==> src/rtl/status_bank_pkg.sv <==
package status_bank_pkg;
  localparam int LAT_N = 2;

  typedef struct packed {
    logic             upd;
    logic [LAT_N-1:0] clrLat;
    logic             clrWd;
  } ctlStrobes_t;
endpackage

==> src/rtl/status_bank_ctrl.sv <==
module status_bank_ctrl
  import status_bank_pkg::*;
#(
  parameter int ADDR_W    = 5,
  parameter int BASE_ADDR = 4
) (
  input  logic              clk,
  input  logic              rst_n,
  input  logic              csHigh,
  input  logic              rdStb,
  input  logic [ADDR_W-1:0] rdAddr,
  input  logic              wdEnWr,
  input  logic              wdEnVal,
  output ctlStrobes_t       ctl
);
  logic [LAT_N-1:0] rdHit;
  logic [LAT_N-1:0] clrArm;
  logic             wdArm;

  genvar k;
  generate
    for (k = 0; k < LAT_N; k++) begin : g_arm
      localparam logic [ADDR_W-1:0] LAT_ADDR = ADDR_W'(BASE_ADDR + 1 + k);

      assign rdHit[k] = rdStb && (rdAddr == LAT_ADDR);

      always_ff @(posedge clk or negedge rst_n) begin
        if (!rst_n) clrArm[k] <= 1'b0;
        else        clrArm[k] <= (clrArm[k] && !csHigh) || rdHit[k];
      end

      // a read of a latching byte must leave a pending clear behind
      a_r7_arm_on_read: assert property (@(posedge clk) disable iff (!rst_n)
        rdHit[k] |=> clrArm[k]);
    end
  endgenerate

  always_ff @(posedge clk or negedge rst_n) begin
    if (!rst_n)      wdArm <= 1'b0;
    else if (wdEnWr) wdArm <= !wdEnVal;
    else if (csHigh) wdArm <= 1'b0;
  end

  assign ctl.upd    = csHigh;
  assign ctl.clrLat = clrArm & {LAT_N{csHigh}};
  assign ctl.clrWd  = wdArm && csHigh;

  // a write of 1 cancels any pending flag clear
  a_r8_one_keeps_flag: assert property (@(posedge clk) disable iff (!rst_n)
    (wdEnWr && wdEnVal) |=> !wdArm);
endmodule

==> src/rtl/status_bank_dp.sv <==
module status_bank_dp
  import status_bank_pkg::*;
#(
  parameter int POS_W = 7,
  parameter int OVC_W = 4
) (
  input  logic             clk,
  input  logic             rst_n,
  input  ctlStrobes_t      ctl,
  input  logic             cpFail,
  input  logic             thermWarn,
  input  logic             wdEvent,
  input  logic             openX,
  input  logic             openY,
  input  logic [OVC_W-1:0] ovcX,
  input  logic [OVC_W-1:0] ovcY,
  input  logic             thermShut,
  input  logic [POS_W-1:0] stepPos,
  output logic [POS_W:0]   stsFault,
  output logic [POS_W:0]   stsBridgeX,
  output logic [POS_W:0]   stsBridgeY,
  output logic [POS_W:0]   stsPosition,
  output logic             errN
);
  localparam int DATA_W = POS_W;
  localparam int BYTE_W = POS_W + 1;

  logic [DATA_W-1:0] latRaw  [LAT_N];
  logic [DATA_W-1:0] latNext [LAT_N];
  logic [BYTE_W-1:0] latByte [LAT_N];
  logic [DATA_W-1:0] liveNext;
  logic              wdFlag;
  logic              wdNext;
  logic              errNext;

  assign latRaw[0] = {{(DATA_W-OVC_W){1'b0}}, ovcX};
  assign latRaw[1] = {{(DATA_W-OVC_W-1){1'b0}}, thermShut, ovcY};

  genvar k;
  generate
    for (k = 0; k < LAT_N; k++) begin : g_lat
      assign latNext[k] = ctl.clrLat[k] ? latRaw[k]
                                        : (latByte[k][DATA_W-1:0] | latRaw[k]);

      always_ff @(posedge clk or negedge rst_n) begin
        if (!rst_n)       latByte[k] <= '0;
        else if (ctl.upd) latByte[k] <= {^latNext[k], latNext[k]};
      end

      // without a clear, a set bit is never dropped
      a_r5_sticky: assert property (@(posedge clk) disable iff (!rst_n)
        (ctl.upd && !ctl.clrLat[k]) |=>
          ((latByte[k][DATA_W-1:0] & $past(latByte[k][DATA_W-1:0]))
            == $past(latByte[k][DATA_W-1:0])));
    end
  endgenerate

  assign wdNext   = ctl.clrWd ? wdEvent : (wdFlag || wdEvent);
  assign liveNext = {{(DATA_W-5){1'b0}}, openY, openX, wdNext, thermWarn, cpFail};
  assign errNext  = !((|latNext[0]) || (|latNext[1]) || wdNext);

  always_ff @(posedge clk or negedge rst_n) begin
    if (!rst_n) begin
      wdFlag      <= 1'b0;
      stsFault    <= '0;
      stsPosition <= '0;
      errN        <= 1'b1;
    end else if (ctl.upd) begin
      wdFlag      <= wdNext;
      stsFault    <= {^liveNext, liveNext};
      stsPosition <= {^stepPos, stepPos};
      errN        <= errNext;
    end
  end

  assign stsBridgeX = latByte[0];
  assign stsBridgeY = latByte[1];

  // every published byte has even overall parity
  a_r2_even_parity: assert property (@(posedge clk) disable iff (!rst_n)
    !(^stsFault) && !(^stsBridgeX) && !(^stsBridgeY) && !(^stsPosition));

  // nothing moves on an edge taken while chip select is low
  a_r6_frozen: assert property (@(posedge clk) disable iff (!rst_n)
    !ctl.upd |=> ($stable(stsFault) && $stable(stsBridgeX) && $stable(stsBridgeY)
                  && $stable(stsPosition) && $stable(errN)));

  // the pin agrees with the latched bits held in the bytes
  a_r9_err_pin: assert property (@(posedge clk) disable iff (!rst_n)
    errN == !((|stsBridgeX[DATA_W-1:0]) || (|stsBridgeY[DATA_W-1:0]) || stsFault[2]));

  // the watchdog flag only falls on an edge carrying a clear
  a_r8_flag_sticky: assert property (@(posedge clk) disable iff (!rst_n)
    (ctl.upd && !ctl.clrWd && wdFlag) |=> wdFlag);
endmodule

==> src/rtl/status_bank_top.sv <==
module status_bank_top
  import status_bank_pkg::*;
#(
  parameter int ADDR_W    = 5,
  parameter int BASE_ADDR = 4,
  parameter int POS_W     = 7,
  parameter int OVC_W     = 4
) (
  input  logic              clk,
  input  logic              rst_n,
  input  logic              csHigh,
  input  logic              rdStb,
  input  logic [ADDR_W-1:0] rdAddr,
  input  logic              wdEnWr,
  input  logic              wdEnVal,
  input  logic              cpFail,
  input  logic              thermWarn,
  input  logic              wdEvent,
  input  logic              openX,
  input  logic              openY,
  input  logic [OVC_W-1:0]  ovcX,
  input  logic [OVC_W-1:0]  ovcY,
  input  logic              thermShut,
  input  logic [POS_W-1:0]  stepPos,
  output logic [POS_W:0]    stsFault,
  output logic [POS_W:0]    stsBridgeX,
  output logic [POS_W:0]    stsBridgeY,
  output logic [POS_W:0]    stsPosition,
  output logic              errN
);
  ctlStrobes_t ctl;

  status_bank_ctrl #(.ADDR_W(ADDR_W), .BASE_ADDR(BASE_ADDR)) u_ctrl (
    .clk(clk), .rst_n(rst_n), .csHigh(csHigh), .rdStb(rdStb), .rdAddr(rdAddr),
    .wdEnWr(wdEnWr), .wdEnVal(wdEnVal), .ctl(ctl)
  );

  status_bank_dp #(.POS_W(POS_W), .OVC_W(OVC_W)) u_dp (
    .clk(clk), .rst_n(rst_n), .ctl(ctl), .cpFail(cpFail), .thermWarn(thermWarn),
    .wdEvent(wdEvent), .openX(openX), .openY(openY), .ovcX(ovcX), .ovcY(ovcY),
    .thermShut(thermShut), .stepPos(stepPos), .stsFault(stsFault),
    .stsBridgeX(stsBridgeX), .stsBridgeY(stsBridgeY), .stsPosition(stsPosition),
    .errN(errN)
  );
endmodule

==> config.mk <==
export PLATFORM = sky130hd
export DESIGN_NAME = status_bank_top
export DESIGN_NICKNAME = d
export VERILOG_FILES = /design/src/rtl/status_bank_pkg.sv /design/src/rtl/status_bank_ctrl.sv /design/src/rtl/status_bank_dp.sv /design/src/rtl/status_bank_top.sv
export SDC_FILE = /design/constraint.sdc
export NUM_CORES = 1
export LEC_CHECK = 0
export ABC_CLOCK_PERIOD_IN_PS = 2700
export CAP_MARGIN = 25
export CELL_PAD_IN_SITES_DETAIL_PLACEMENT = 2
export CELL_PAD_IN_SITES_GLOBAL_PLACEMENT = 2
export CORE_MARGIN = 5
export CORE_UTILIZATION = 40
export DETAILED_ROUTE_END_ITERATION = 12
export DONT_BUFFER_PORTS = 1
export GPL_TIMING_DRIVEN = 0
export PLACE_DENSITY_LB_ADDON = 0.08
export RECOVER_POWER = 50
export SETUP_SLACK_MARGIN = 0.1
export SLEW_MARGIN = 20
export SYNTH_ARGS = -nofsm -noshare
export SYNTH_HDL_FRONTEND = slang
export SYNTH_SLANG_ARGS = --single-unit
==> constraint.sdc <==
create_clock -name clk -period 2.7 [get_ports clk]
set_input_delay 0.135 -clock clk [delete_from_list [all_inputs] [get_ports clk]]
set_output_delay 0.135 -clock clk [all_outputs]
set_load 0.02 [all_outputs]
==> flow_summary.yaml <==
sta:
  setup-tns-final_ps: 0
  rsz0062_at_grt: "false"
  period_needed_ps: 1920
  fin_hold_ws_ps: 15.2
  finClkSkew_ps: 7.51
  hold_violations: 0
  period_share_pct: 71.0
  fin_ws_ps: 784
  finalSetupViolCount: 0
  finalMaxSlewViolations: 0
  fmax_mhz: 522
synth:
  yosysWarnings: 0
  yosysUniqueCellTypes: 26
  synth-compound-area-share_pct: 11.2
  netlist_top_cells_area: "dfrtp_1, mux2_2, xnor2_1, a22o_1, ha_1"
  synth_top_family_by_area: "compound AO/OA/AOI/OAI gates"
  syn_inst: 132
  synth-edff-count: 0
  syn-mean-instance-area_sq_um: 11.9
  yosys.area_share.xor_xnor_pct: 8.90
  yosysTopAreaCellShare_pct: 52.4
  syn_area_sq_um: 1580
  synth_seq_cells: 34
  yosys.area_share.simple_pct: 5.56
  ys_seq_area_share_pct: 54.1
  async_flop_share_pct: 100
  synth_adder_area_share_pct: 4.77
  synth.mux.area_fraction_pct: 9.45
  ys.flop_type: "dfrtp_1"
  synth_top_area_cell: "dfrtp_1"
critical_path:
  cp-startpoint: "u_ctrl.clrArm[0]$_DFF_PN0_"
  crit_fanout: 10
  crit_type: "reg -> reg"
  startpoint_type: "register"
  worst-path-buf-inv: 2
  critical-path-max-stage-delay_ps: 380
  crit_family: "XOR/XNOR gates"
  cp_common_cell: "xnor2_1"
  slowest_stage: "dfrtp_1"
  setup.worst_path.end_class: "register"
  path_cells: "nand2_1 > buf_2 > and2_1 > inv_1 > ha_1 > xor2_1 > xnor2_1 > xnor2_1 > a21oi_1"
  required_ps: 2840
  cp.arrival_ps: 2060
  r2r_start: "u_ctrl.clrArm[0]$_DFF_PN0_"
power_and_ir_drop:
  power.internal_mw: 0.847
  power_frac_seq_pct: 53.8
  powerDensity_nw_per_um2: 583
  combPwrFrac_pct: 13.7
  switching_power_mw: 0.323
  clkPwrFrac_pct: 32.5
  p_leak_nw: 0.897
  p_sw_share_pct: 27.6
  ir_worst_vdd_v: 0.000274
drt:
  drc: 0
  drt_iter0_drc: 47
  via_count: 1108
  wl_per_cell_um: 18.9
  vias_per_cell: 5.13
  first_pass_iters: 4
  wirelength_mm: 4.07
  drtAntennaViolNets: 0
job:
  max-cap-violations: 0
floorplan:
  dieHeight_um: 72.8
  die-area_sq_um: 5290
  die_x_um: 72.8
  design.core.area_sq_um: 3740
  design.portCount: 65
  start_util_pct: 42.1
  num_rows: 22
global_route:
  grt_pass1_vias: 1279
  gr-total-overflow: 0
  antenna_found_initial: 0
  grt.busiest_layer: "met2"
  met3_usage_pct: 6.47
  grt_use_met1_pct: 17.4
  grt_start_max_net_pins: 35
  grt_use_total_pct: 15.9
  grt_pass1_wl_mm: 6.33
  grt_use_met2_pct: 27.7
layout:
  fin_nets: 205
  n_antenna_cell: 0
  areaGrowthSynthToFinish_pct: 27.4
  drive_above_1_share_pct: 16.7
clock_tree:
  cts_root_buffer: "clkbuf_8"
  cts_tree: "done"
  cts_made_buffers: 5
  clock-sinks: 34
  cts_resized: 0
  cts_buffer_depth: 2
  clk_latency_ps: 280
  post_cts_buffers: 0
  cts_max_level: 2
  clk_pin_slew_ps: 60
place:
  dp_hpwl_mm: 2.76
  io_buffers: 0
  pre_cts_ws_ps: 758
  place.gp.congestion: 0.700
min_path:
  hp-start: "rdAddr[0]"
  hold_class: "in -> reg"
status:
  status: "finished clean"
## cell type report
cell class	count	area [sq um]
Clock inverter	1	5.00
Fill cell	381	1740
Multi-Input combinational cell	80	632
Inverter	10	37.5
Clock buffer	7	86.3
Timing Repair Buffer	27	280
Sequential cell	34	852
Buffer	9	53.8
Tap cell	48	60.1
## synth_stat cells, types with 4 or more instances
library cell / instances
a22o_1: 9
nor2_1: 5
xnor2_1: 12
a21oi_1: 12
xor2_1: 4
buf_4: 4
inv_1: 10
buf_2: 4
mux2_2: 11
ha_1: 6
dfrtp_1: 33
nand2_1: 4
## worst paths after layout
check	end	slack (ps)	cells past startpoint
worst max-delay path	u_dp.stsBridgeX[7]$_DFFE_PN0P_	780	9
worst min-delay path	u_ctrl.clrArm[0]$_DFF_PN0_	20	2
worst max register to register	u_dp.stsBridgeX[7]$_DFFE_PN0P_	780	9
worst min register to register	u_dp.errN$_DFFE_PN1P_	550	2
max in group asynchronous	u_dp.errN$_DFFE_PN1P_	2140	2
min in group asynchronous	u_dp.stsBridgeY[2]$_DFFE_PN0P_	320	2
## placed cells by master, fill, tap and decap left out, drive strengths merged, types with 5 or more instances in the layout
cell,instances
xnor2,12
buf,9
a21oi,12
mux2,12
clkbuf,8
nor2,5
a22o,9
inv,10
dfrtp,33
dlygate4sd3,26
ha,6
## logic make-up after synthesis
logic type,count (synthesis)
AOI/OAI and AO/OA,26
xor gates and xnor gates,16
adders and majority gates,6
buffers and inverters,19
DFF,34
muxes,13
other,1
and+or+nand+nor,17
## registers in the layout (all words and copies together), names as in the netlist
name	flops
u_dp.stsFault	6
u_dp.stsBridgeX	8
u_dp.stsPosition	8
u_ctrl.wdArm	1
u_dp.errN	1
u_dp.stsBridgeY	8
u_ctrl.clrArm	2
## per-stage QoR
step                      instances  util [%]  area, sq um  total power, mW
after CTS                       209      51.8         1940             1.18
after global placement          181      43.8         1640            0.753
after global routing            216      53.6         2010             1.24
after detailed placement        181      43.8         1640            0.762
final                           216      53.6         2010             1.17
after floorplan                 133         -         1580            0.732
## per-layer routing
layer  up-vias  wire length, um
met5         -                0
met4         0               47
met3         8              356
met2        47             2160
met1       543             1510
li1        510                -
## power by group through the flow
stage                     clock network [mW]  logic [mW]  registers [mW]
after floorplan                            0       0.104           0.628
after global placement                     0       0.115           0.638
after detailed placement                   0       0.121           0.641
after CTS                              0.395       0.158           0.632
after global routing                   0.424       0.178           0.635
final                                  0.380       0.160           0.629
## timing repair
action | CTS | global route
hold buffers | 20 | 7
endpoints found under the setup margin | 0 | 0
endpoints found under the hold margin | 51 | 7
(Power assumes the default switching activity.)
